### config.mk
export PLATFORM = sky130hd
export DESIGN_NAME = layer_compositor
export DESIGN_NICKNAME = d
export VERILOG_FILES = /design/src/rtl/lc_pkg.sv /design/src/rtl/lc_layer_front.sv /design/src/rtl/lc_order.sv /design/src/rtl/lc_blend_chain.sv /design/src/rtl/layer_compositor.sv
export SDC_FILE = /design/constraint.sdc
export NUM_CORES = 2
export LEC_CHECK = 0
export BUFFER_PORTS_ARGS = -buffer_cell sky130_fd_sc_hd__clkbuf_2
export CORE_MARGIN = 2
export CORE_UTILIZATION = 35
export CTS_CLUSTER_DIAMETER = 120
export DETAILED_ROUTE_END_ITERATION = 8
export PLACE_DENSITY = 0.56
export SYNTH_ARGS = -nofsm -noshare
export SYNTH_HDL_FRONTEND = slang
export SYNTH_SLANG_ARGS = --single-unit
### constraint.sdc
create_clock -name clk -period 26.7 [get_ports clk]
set_input_delay 1.335 -clock clk [delete_from_list [all_inputs] [get_ports clk]]
set_output_delay 1.335 -clock clk [all_outputs]
set_load 0.005 [all_outputs]
### src/rtl/lc_pkg.sv
package lc_pkg;

    localparam int NUM_LAYERS = 3;
    localparam int NUM_GFX    = 2;
    localparam int FMT_W      = 3;

    typedef enum logic [FMT_W-1:0] {
        FMT_RGB565   = 3'd4,
        FMT_ARGB1555 = 3'd5,
        FMT_ARGB4444 = 3'd6,
        FMT_ARGB8888 = 3'd7
    } gfx_fmt_e;

    typedef struct packed {
        logic [7:0] r;
        logic [7:0] g;
        logic [7:0] b;
    } rgb_t;

    typedef struct packed {
        logic       covered;
        logic [7:0] alpha;
        rgb_t       color;
    } layer_px_t;

    // Alpha field to 8-bit alpha; formats without alpha are opaque.
    function automatic logic [7:0] expand_alpha(logic [FMT_W-1:0] fmt, logic [7:0] a);
        case (fmt)
            FMT_ARGB8888: return a;
            FMT_ARGB4444: return {a[7:4], a[7:4]};
            FMT_ARGB1555: return {8{a[7]}};
            default:      return 8'hFF;
        endcase
    endfunction

    // Rounded division by 255 for products up to 255*255.
    function automatic logic [7:0] div255(logic [15:0] x);
        logic [16:0] t;
        logic [16:0] u;
        t = {1'b0, x} + 17'd128;
        u = t + {8'd0, t[16:8]};
        return u[15:8];
    endfunction

    function automatic logic [7:0] blend_ch(logic [7:0] src, logic [7:0] dst, logic [7:0] a);
        logic [15:0] prod;
        logic [8:0]  sum;
        prod = dst * (8'hFF - a);
        sum  = {1'b0, src} + {1'b0, div255(prod)};
        return sum[8] ? 8'hFF : sum[7:0];
    endfunction

    function automatic rgb_t blend_px(rgb_t src, rgb_t dst, logic [7:0] a);
        rgb_t o;
        o.r = blend_ch(src.r, dst.r, a);
        o.g = blend_ch(src.g, dst.g, a);
        o.b = blend_ch(src.b, dst.b, a);
        return o;
    endfunction

endpackage

### src/rtl/lc_layer_front.sv
module lc_layer_front
    import lc_pkg::*;
#(
    parameter int XW = 11,
    parameter int YW = 11,
    parameter int PW = 2
) (
    input  logic [XW-1:0]    pix_x,
    input  logic [YW-1:0]    pix_y,
    input  logic             en,
    input  logic [PW-1:0]    prio,
    input  logic [XW-1:0]    wx,
    input  logic [YW-1:0]    wy,
    input  logic [XW-1:0]    ww,
    input  logic [YW-1:0]    wh,
    input  logic [FMT_W-1:0] fmt,
    input  logic [31:0]      word,
    output layer_px_t        px
);
    logic [XW:0] x_end;
    logic [YW:0] y_end;
    logic        in_x;
    logic        in_y;

    always_comb begin
        x_end = {1'b0, wx} + {1'b0, ww};
        y_end = {1'b0, wy} + {1'b0, wh};
        in_x  = ({1'b0, pix_x} >= {1'b0, wx}) && ({1'b0, pix_x} < x_end);
        in_y  = ({1'b0, pix_y} >= {1'b0, wy}) && ({1'b0, pix_y} < y_end);
        px.covered = en && (prio != '0) && in_x && in_y;
        px.alpha   = expand_alpha(fmt, word[31:24]);
        px.color   = rgb_t'(word[23:0]);
    end
endmodule

### src/rtl/lc_order.sv
module lc_order #(
    parameter int NL = 3,
    parameter int PW = 2
) (
    input  logic          clk,
    input  logic          rst,
    input  logic [PW-1:0] prio [NL],
    output logic [NL-1:0] sel  [NL]
);
    localparam int CW = $clog2(NL + 1);

    logic [CW-1:0] pos [NL];

    // pos[i] = number of layers stacked beneath layer i
    always_comb begin
        for (int i = 0; i < NL; i++) begin
            pos[i] = '0;
            for (int j = 0; j < NL; j++) begin
                if (j != i) begin
                    if ((prio[j] < prio[i]) || ((prio[j] == prio[i]) && (j > i)))
                        pos[i] = pos[i] + CW'(1);
                end
            end
        end
        for (int s = 0; s < NL; s++)
            for (int i = 0; i < NL; i++)
                sel[s][i] = (pos[i] == CW'(s));
    end

    generate
        for (genvar s = 0; s < NL; s++) begin : g_chk
            // every stacking slot is filled by exactly one layer
            p_slot_onehot_r5: assert property (@(posedge clk) disable iff (rst)
                $countones(sel[s]) == 1);
        end
    endgenerate
endmodule

### src/rtl/lc_blend_chain.sv
module lc_blend_chain
    import lc_pkg::*;
#(
    parameter int NL = 3
) (
    input  logic      clk,
    input  logic      rst,
    input  rgb_t      bg,
    input  layer_px_t slot [NL],
    output rgb_t      mix
);
    rgb_t acc [NL+1];

    assign acc[0] = bg;

    generate
        for (genvar s = 0; s < NL; s++) begin : g_stage
            always_comb begin
                if (slot[s].covered)
                    acc[s+1] = blend_px(slot[s].color, acc[s], slot[s].alpha);
                else
                    acc[s+1] = acc[s];
            end

            // a blend step never darkens below its own source color
            p_src_floor_r6: assert property (@(posedge clk) disable iff (rst)
                slot[s].covered |-> (acc[s+1].r >= slot[s].color.r) &&
                                    (acc[s+1].g >= slot[s].color.g) &&
                                    (acc[s+1].b >= slot[s].color.b));

            // an opaque layer fully replaces what lies beneath it
            p_opaque_replace_r8: assert property (@(posedge clk) disable iff (rst)
                (slot[s].covered && slot[s].alpha == 8'hFF) |-> acc[s+1] == slot[s].color);
        end
    endgenerate

    assign mix = acc[NL];
endmodule

### src/rtl/layer_compositor.sv
module layer_compositor
    import lc_pkg::*;
#(
    parameter int XW = 11,
    parameter int YW = 11,
    parameter int PW = 2
) (
    input  logic                       clk,
    input  logic                       rst,
    input  logic                       pix_valid,
    input  logic [XW-1:0]              pix_x,
    input  logic [YW-1:0]              pix_y,
    input  logic [23:0]                bg_color,
    input  logic [NUM_LAYERS-1:0]      layer_en,
    input  logic [NUM_LAYERS*PW-1:0]   layer_prio,
    input  logic [NUM_LAYERS*XW-1:0]   win_x,
    input  logic [NUM_LAYERS*YW-1:0]   win_y,
    input  logic [NUM_LAYERS*XW-1:0]   win_w,
    input  logic [NUM_LAYERS*YW-1:0]   win_h,
    input  logic [NUM_GFX*FMT_W-1:0]   gfx_fmt,
    input  logic [31:0]                gfx0_pix,
    input  logic [31:0]                gfx1_pix,
    input  logic [23:0]                vid_pix,
    output logic                       out_valid,
    output logic [23:0]                out_pix
);
    localparam int NL  = NUM_LAYERS;
    localparam int VID = NL - 1;

    logic [31:0]      word_a [NL];
    logic [FMT_W-1:0] fmt_a  [NL];
    logic [PW-1:0]    prio_a [NL];
    layer_px_t        front  [NL];
    logic [NL-1:0]    sel    [NL];
    layer_px_t        slot_nx[NL];

    logic             s1_valid;
    rgb_t             s1_bg;
    layer_px_t        s1_slot[NL];
    rgb_t             mix;
    logic             s1_any;

    always_comb begin
        word_a[0]   = gfx0_pix;
        word_a[1]   = gfx1_pix;
        word_a[VID] = {8'h00, vid_pix};
        fmt_a[0]    = gfx_fmt[FMT_W-1:0];
        fmt_a[1]    = gfx_fmt[2*FMT_W-1:FMT_W];
        fmt_a[VID]  = FMT_RGB565;
    end

    generate
        for (genvar i = 0; i < NL; i++) begin : g_layer
            assign prio_a[i] = layer_prio[i*PW +: PW];
            lc_layer_front #(.XW(XW), .YW(YW), .PW(PW)) u_front (
                .pix_x (pix_x),
                .pix_y (pix_y),
                .en    (layer_en[i]),
                .prio  (prio_a[i]),
                .wx    (win_x[i*XW +: XW]),
                .wy    (win_y[i*YW +: YW]),
                .ww    (win_w[i*XW +: XW]),
                .wh    (win_h[i*YW +: YW]),
                .fmt   (fmt_a[i]),
                .word  (word_a[i]),
                .px    (front[i])
            );
        end
    endgenerate

    lc_order #(.NL(NL), .PW(PW)) u_order (
        .clk  (clk),
        .rst  (rst),
        .prio (prio_a),
        .sel  (sel)
    );

    // Route each layer into its stacking slot (slot 0 = bottom)
    always_comb begin
        for (int s = 0; s < NL; s++) begin
            slot_nx[s] = '0;
            for (int i = 0; i < NL; i++)
                if (sel[s][i]) slot_nx[s] = front[i];
        end
    end

    always_ff @(posedge clk) begin
        if (rst) begin
            s1_valid <= 1'b0;
            s1_bg    <= '0;
            for (int s = 0; s < NL; s++) s1_slot[s] <= '0;
        end else begin
            s1_valid <= pix_valid;
            s1_bg    <= rgb_t'(bg_color);
            for (int s = 0; s < NL; s++) s1_slot[s] <= slot_nx[s];
        end
    end

    lc_blend_chain #(.NL(NL)) u_chain (
        .clk  (clk),
        .rst  (rst),
        .bg   (s1_bg),
        .slot (s1_slot),
        .mix  (mix)
    );

    always_ff @(posedge clk) begin
        if (rst) begin
            out_valid <= 1'b0;
            out_pix   <= '0;
        end else begin
            out_valid <= s1_valid;
            out_pix   <= mix;
        end
    end

    always_comb begin
        s1_any = 1'b0;
        for (int s = 0; s < NL; s++) s1_any = s1_any | s1_slot[s].covered;
    end

    // outputs are cleared by reset
    p_reset_clear_r1: assert property (@(posedge clk)
        rst |=> (!out_valid && out_pix == '0));

    // a result is only flagged for a pixel accepted the cycle before
    p_valid_follow_r2: assert property (@(posedge clk) disable iff (rst)
        out_valid |-> $past(s1_valid));

    // an uncovered pixel yields the background color
    p_bg_fill_r9: assert property (@(posedge clk) disable iff (rst)
        (s1_valid && !s1_any) |=> out_pix == $past(s1_bg));
endmodule

Word-level counts from Yosys, hierarchy flattened --
Index checks and enable logic that the tools add are counted.
Cells by class: multipliers 9, reductions and logical operators 24, add/sub/neg operators 39, muxes and demuxes 29, magnitude comparators 18, equal/unequal tests 15
Operators with widths (count):
- two-way mux 33 bit | 9
- adder 16 x 8 -> 17 bit, second input constant | 9
- adder 16 x 9 -> 16 bit | 9
- multiplier 8 x 16 -> 16 bit | 8
- adder 8 x 8 -> 9 bit | 9
- adder 11 x 11 -> 12 bit | 6
- < comparator 11 x 12 -> 1 bit | 6
- two-way mux 24 bit | 3
- two-way mux 8 bit | 9
- greater-or-equal comparator 11 bit | 6
- case mux 8 bit (3 select lines) | 2
- subtractor 8 x 8 -> 9 bit, first input constant | 3
- == test 3 bit, second input constant | 6
- multiplier 9 x 9 -> 16 bit | 1
- logical AND 1 bit | 15
- < comparator 2 bit | 6
- adder 2 x 1 -> 2 bit, second input constant | 3
- == test 2 x 1 -> 1 bit, second input constant | 3
- == test 2 bit | 3
- == test 2 bit, second input constant | 3
- logical NOT 2 bit | 3
- two-way mux 2 bit | 3
- nonzero test 2 bit | 3
- logical OR 1 bit | 3
- two-way mux 1 bit | 3
Word-level totals: register bits after elaboration 149, output and inout port bits 25, input bits 284, logic and storage cells 155

Depth between registers and ports, before layout --
word-level depth 19, mapped depth 111, mapped depth without buffers 108

By module --
A second synthesis with hierarchy kept.
Unflattened totals: cell total of the unflattened synthesis 5054, area, all modules 41715.0 sq um
By module, submodules not included:
- lc_blend_chain | area each 28098.2 sq um, instances 1, cells an instance 3519, seq. area each 0.0 sq um
- layer_compositor | area each 6607.6 sq um, instances 1, cells an instance 601, seq. area each 2982.9 sq um
- lc_layer_front at g_layer[0].u_front ... | area each 2260.9 sq um, instances 2, cells an instance 303, seq. area each 0.0 sq um
- lc_layer_front at g_layer[2].u_front | area each 2240.9 sq um, instances 1, cells an instance 295, seq. area each 0.0 sq um
- lc_order | area each 246.5 sq um, instances 1, cells an instance 33, seq. area each 0.0 sq um

Worst setup path after synthesis --
OpenSTA, ideal clock, no wires.
path kind reg-to-reg, start register, netlist name s1_slot[92], end register out_pix[3], setup time 95 ps, arrival time 23296 ps, slack 3309 ps, path buffers 2, stages on the path, launching flop included 101, required time 26605 ps, clock period less this slack 23391 ps, cells stage by stage dfxtp_1 -> clkbuf_1 -> nor2b_1 -> fa_1 -> fa_1 -> fa_1 -> inv_1 -> fa_1 -> inv_1 -> ha_1 -> a2111oi_0 -> o21ai_1 -> and2_1 -> o41ai_1 -> nand2_1 -> or3_1 -> nor2_1 -> xnor2_1 -> (+65 left out) -> nand2_1 -> nor2_1 -> nand2_1 -> nor4_1 -> a211oi_1 -> o41ai_2 -> xor2_1 -> inv_1 -> fa_1 -> inv_1 -> a21oi_1 -> o21ai_0 -> a21oi_1 -> o21ai_0 -> a21o_1 -> a211o_1 -> inv_1 -> a221oi_1
Between the ends: word-level cells in the longest chain between the ends 19
Ends and longest elaborated chain:
- subtractor 8 x 8 -> 9 bit (*) | line lc_pkg.sv:48 | prod = dst * (8'hFF - a);
- multiplier 8 x 16 -> 16 bit (*) | line lc_pkg.sv:48
- adder 16 x 8 -> 17 bit (*) | line lc_pkg.sv:40 | t = {1'b0, x} + 17'd128;
- adder 16 x 9 -> 16 bit (*) | line lc_pkg.sv:41 | u = t + {8'd0, t[16:8]};
- adder 8 x 8 -> 9 bit (*) | line lc_pkg.sv:49 | sum = {1'b0, src} + {1'b0, div255(prod)};
- two-way mux 8 bit (*) | line lc_pkg.sv:50 | return sum[8] ? 8'hFF : sum[7:0];
- two-way mux 24 bit (*) | line lc_blend_chain.sv:19 | if (slot[s].covered)
- multiplier 8 x 16 -> 16 bit | line lc_pkg.sv:48
- (+3 left out)
- two-way mux 8 bit | line lc_pkg.sv:50
- two-way mux 24 bit (*) | line lc_blend_chain.sv:19
- multiplier 8 x 16 -> 16 bit | line lc_pkg.sv:48
- adder 16 x 8 -> 17 bit | line lc_pkg.sv:40
- adder 16 x 9 -> 16 bit | line lc_pkg.sv:41
- adder 8 x 8 -> 9 bit | line lc_pkg.sv:49
- two-way mux 8 bit | line lc_pkg.sv:50
- two-way mux 24 bit (*) | line lc_blend_chain.sv:19
- end signal: assignment | line layer_compositor.sv:113 | out_pix <= mix;
- end: declaration | line layer_compositor.sv:25 | output logic [23:0] out_pix
Every way passes the cells marked *; elsewhere a longest branch is shown, timed or not. A chain may end at the register's enable or synchronous reset.

Final worst setup path --
start register, netlist name s1_slot[90], end register out_pix[4]
Between the ends: word-level cells in the longest chain between the ends 19
Ends and longest elaborated chain (line):
- subtractor 8 x 8 -> 9 bit (*) | lc_pkg.sv:48
- multiplier 8 x 16 -> 16 bit (*) | lc_pkg.sv:48
- adder 16 x 8 -> 17 bit (*) | lc_pkg.sv:40
- adder 16 x 9 -> 16 bit (*) | lc_pkg.sv:41
- adder 8 x 8 -> 9 bit (*) | lc_pkg.sv:49
- two-way mux 8 bit (*) | lc_pkg.sv:50
- two-way mux 24 bit (*) | lc_blend_chain.sv:19
- multiplier 8 x 16 -> 16 bit | lc_pkg.sv:48
- (+3 left out)
- two-way mux 8 bit | lc_pkg.sv:50
- two-way mux 24 bit (*) | lc_blend_chain.sv:19
- multiplier 8 x 16 -> 16 bit | lc_pkg.sv:48
- adder 16 x 8 -> 17 bit | lc_pkg.sv:40
- adder 16 x 9 -> 16 bit | lc_pkg.sv:41
- adder 8 x 8 -> 9 bit | lc_pkg.sv:49
- two-way mux 8 bit | lc_pkg.sv:50
- two-way mux 24 bit (*) | lc_blend_chain.sv:19
Marked as above.

==> results.md <==
- Outcome: complete, no violations
- Synthesized area per cell: 7.99 um^2
- Vias per cell: 5.30
- Number of pins exceeding their max-slew limit in the final report: 0
- Register clock-pin slew on the reported worst setup and hold paths: 0.07 ns
- GR Util All Layers: 22.4%
- Number of warnings printed during yosys synthesis: 0
- Library cell occupying the most area in the post-synthesis netlist: ha_1
- Post-synthesis sequential element count: 149
- Cell at the slowest stage of the critical path: fa_1
- Achievable frequency: 0.0399 GHz
- Max-capacitance violation count: 0
- Residual DRC count: 0
- Initial DRT Pass Iterations: 6
- Detailed router's first-iteration violation count: 1856
- Max stage delay on crit path: 0.56 ns
- Worst hold path class: reg2reg
- Total of buffers placed on input and output ports: 308
- Root Driver: clkbuf_16
- HPWL reported at the end of detailed placement: 104000 um
- Insertion delay to the later sink of the worst-skew pair: 0.51 ns
- Data arrival time of the critical path: 25.48 ns
- Seq/Total Area, Yosys: 7.75%
- Net Count, Synth: 6115
- Portion of the clock cycle consumed by the worst path in the final layout: 94.0%
- CTS hold repair buffers: 0
- Total core area: 109000 um^2
- Clock period minus final worst setup slack: 25.09 ns
- Instance count of the mapped netlist: 4820
- Cell area after synthesis: 38500 um^2
- Worst setup EP type: register
- Final weighted congestion of routability-driven global placement: 0.913
- Worst-case setup margin in the final layout: 1.61 ns
- Post-Route Skew: 0.0164 ns
- Inserted Clock Buffers: 17
- Site row count: 121
- Final setup violation count: 0
- Die Span X: 336 um
- Overflow left after global routing: 0
- Count of flip-flops with a built-in enable after synthesis: 0
- Net count, final: 6364
- Layout cells sized above 1: 11.4%
- Cells taking the most area after synthesis: ha_1 (22%), fa_1 (18%), dfxtp_1 (7.7%)
- Area overhead of the layout relative to synthesis: 10.9%
- Initial Utilization: 35.3%
- Clock sink count: 149
- Die Footprint: 113000 um^2
- Clock tree from TritonCTS: built
- Die Ht: 336 um
- Synth cell types: 92
- Fillcell total: 11352
- Worst Setup Start Kind: register
- DR vias: 34477
- Slew headroom: 30.8%
- Mean routed wirelength per cell: 19.1 um
- Async set-reset flop share out of synthesis: 0%
- Top fanout value on the critical path: 15
- Category of the critical setup timing path: reg2reg
- IO Pins: 309
- Actual transition at the worst max-transition pin: 1.03 ns
- Global-route wire length before repair: 197000 um
- Pre-CTS setup slack: 0.0609 ns
- Hold violation total from the final report: 0
- Required time worst endpoint: 27.09 ns
- Maximum number of pins on one net before global-route repair: 91
- Post-detailed-route count of antenna-violating nets: 0
- Portion of synthesized cell area occupied by the leading cell type: 21.8%
- Commonest register cell after synthesis: dfxtp_1
- Deepest level of the CTS H-tree: 4
- Antenna violations before repair: 16
- Number of global-route vias before repair: 34657
- Final WL: 124000 um
- Maximum clock path buffer count: 2
area by class of cell:
class | count | area, um^2 | share of cell area [%]
Multi-Input combinational cell | 3849 | 32800 | 76.7
Clock inverter | 13 | 114 | 0.267
Sequential cell | 149 | 3000 | 7.03
Inverter | 675 | 2530 | 5.93
Tap cell | 1414 | 1770 | 4.14
Antenna cell | 5 | 12.5 | 0.0293
Timing Repair Buffer | 377 | 2070 | 4.84
Clock buffer | 19 | 443 | 1.04
kinds of logic (layout without fill, tap and decap cells):
logic type	count (synthesis)	after routing	synth area share (%)
flip-flops	149	149	7.75
AND/OR/NAND/NOR	1463	1463	18.8
buffers and inverters	822	1084	8.02
XOR/XNOR	321	321	7.58
other	0	5	0
multiplexers	8	8	0.211
adder cells (fa/ha/maj)	1019	1019	39.7
AO/OA/AOI/OAI	1038	1038	17.9
final timing paths:
check / depth (start not counted) / end / from / slack [ns]
hold / removal: 1 / out_valid / s1_valid / 0.45
setup reg to reg: 102 / out_pix[4] / s1_slot[90] / 1.61
setup / recovery: 102 / out_pix[4] / s1_slot[90] / 1.61
hold reg to reg: 1 / out_valid / s1_valid / 0.45
metal layers:
| layer | wire length [um] | share of wire, % | GRT usage [%] | up-vias |
|---|---|---|---|---|
| met5 | 87 | 0.070 | 0 | - |
| met4 | 3420 | 2.8 | 6.25 | 14 |
| met3 | 7980 | 6.4 | 4.24 | 166 |
| met2 | 56300 | 45 | 37.1 | 889 |
| met1 | 56500 | 45 | 29.5 | 16561 |
| li1 | - | - | - | 16847 |
per-stage QoR:
step                cell area, um^2  hold WS [ns]  setup TNS, ns  instances  util [%]
global route                  42700         0.483         -0.341       6498      39.2
floorplan                     38500         0.414              0       4820         -
finish                        42700         0.445              0       6501      39.2
detailed placement            41700         0.432              0       6452      38.3
CTS                           42300         0.449              0       6484      38.8
global placement              41700         0.418              0       6452      38.3
repair_timing:
item	CTS	global route
endpoints found under the setup margin	1	22
pin swaps	0	4
resized for setup	1	72
endpoints found under the hold margin	0	0
buffers inserted	0	12
flip-flops by register name (all words and copies together) (netlist names):
name,cells
out_pix,24
out_valid,1
s1_bg,24
s1_slot,99
s1_valid,1
cells in the mapped netlist (10+ instances only):
cell,instances
a21oi_1,309
nand3_1,66
o21bai_1,35
a2111oi_0,16
o31ai_1,19
a221oi_1,52
nor3_1,50
o22ai_1,18
o211ai_1,45
a221o_1,27
buf_1,18
a31oi_1,21
nor2_1,613
o21a_1,57
nand3b_1,12
xnor2_1,196
o2bb2ai_1,15
and2_1,22
o31a_1,12
o21ai_1,16
ha_1,671
nor4_1,12
a21o_1,91
a211o_1,19
a211oi_1,35
and3_1,21
clkbuf_1,126
and4_1,10
nand4_1,28
nor3b_1,13
nor2b_1,233
nand2b_1,71
o21ai_0,160
fa_1,340
xor2_1,117
inv_1,672
or2_2,85
nand2_1,177
or3_1,10
dfxtp_1,149
cells in the final DEF, fill, tap and decap left out, types with 49 or more instances in the layout:
cell      synthesis  layout
a21o_1           91      91
a21oi_1         309     305
a221oi_1         52      51
buf_4             0      69
clkbuf_2          0     307
dfxtp_1         149     138
fa_1            340     340
ha_1            671     667
inv_1           672     672
nand2_1         177     177
nand2b_1         71      71
nand3_1          66      66
nor2_1          613     612
nor2b_1         233     232
nor3_1           50      49
o21a_1           57      57
o21ai_0         160     155
or2_2            85      85
xnor2_1         196     191
xor2_1          117     113
critical path: cells and delay by family, from the launching register on:
| kind | cells | cell delay, ns |
|---|---|---|
| AND/OR/NAND/NOR | 22 | 4.76 |
| AO/OA/AOI/OAI | 26 | 5.42 |
| buffers and inverters | 19 | 1.64 |
| XOR/XNOR | 8 | 1.44 |
| adder cells (fa/ha/maj) | 27 | 11.39 |
| flip-flops | 1 | 0.31 |
Power is left out: the tool's default activity adds up to more than one toggle a clock period on the data nets, which glitch-free logic cannot reach.
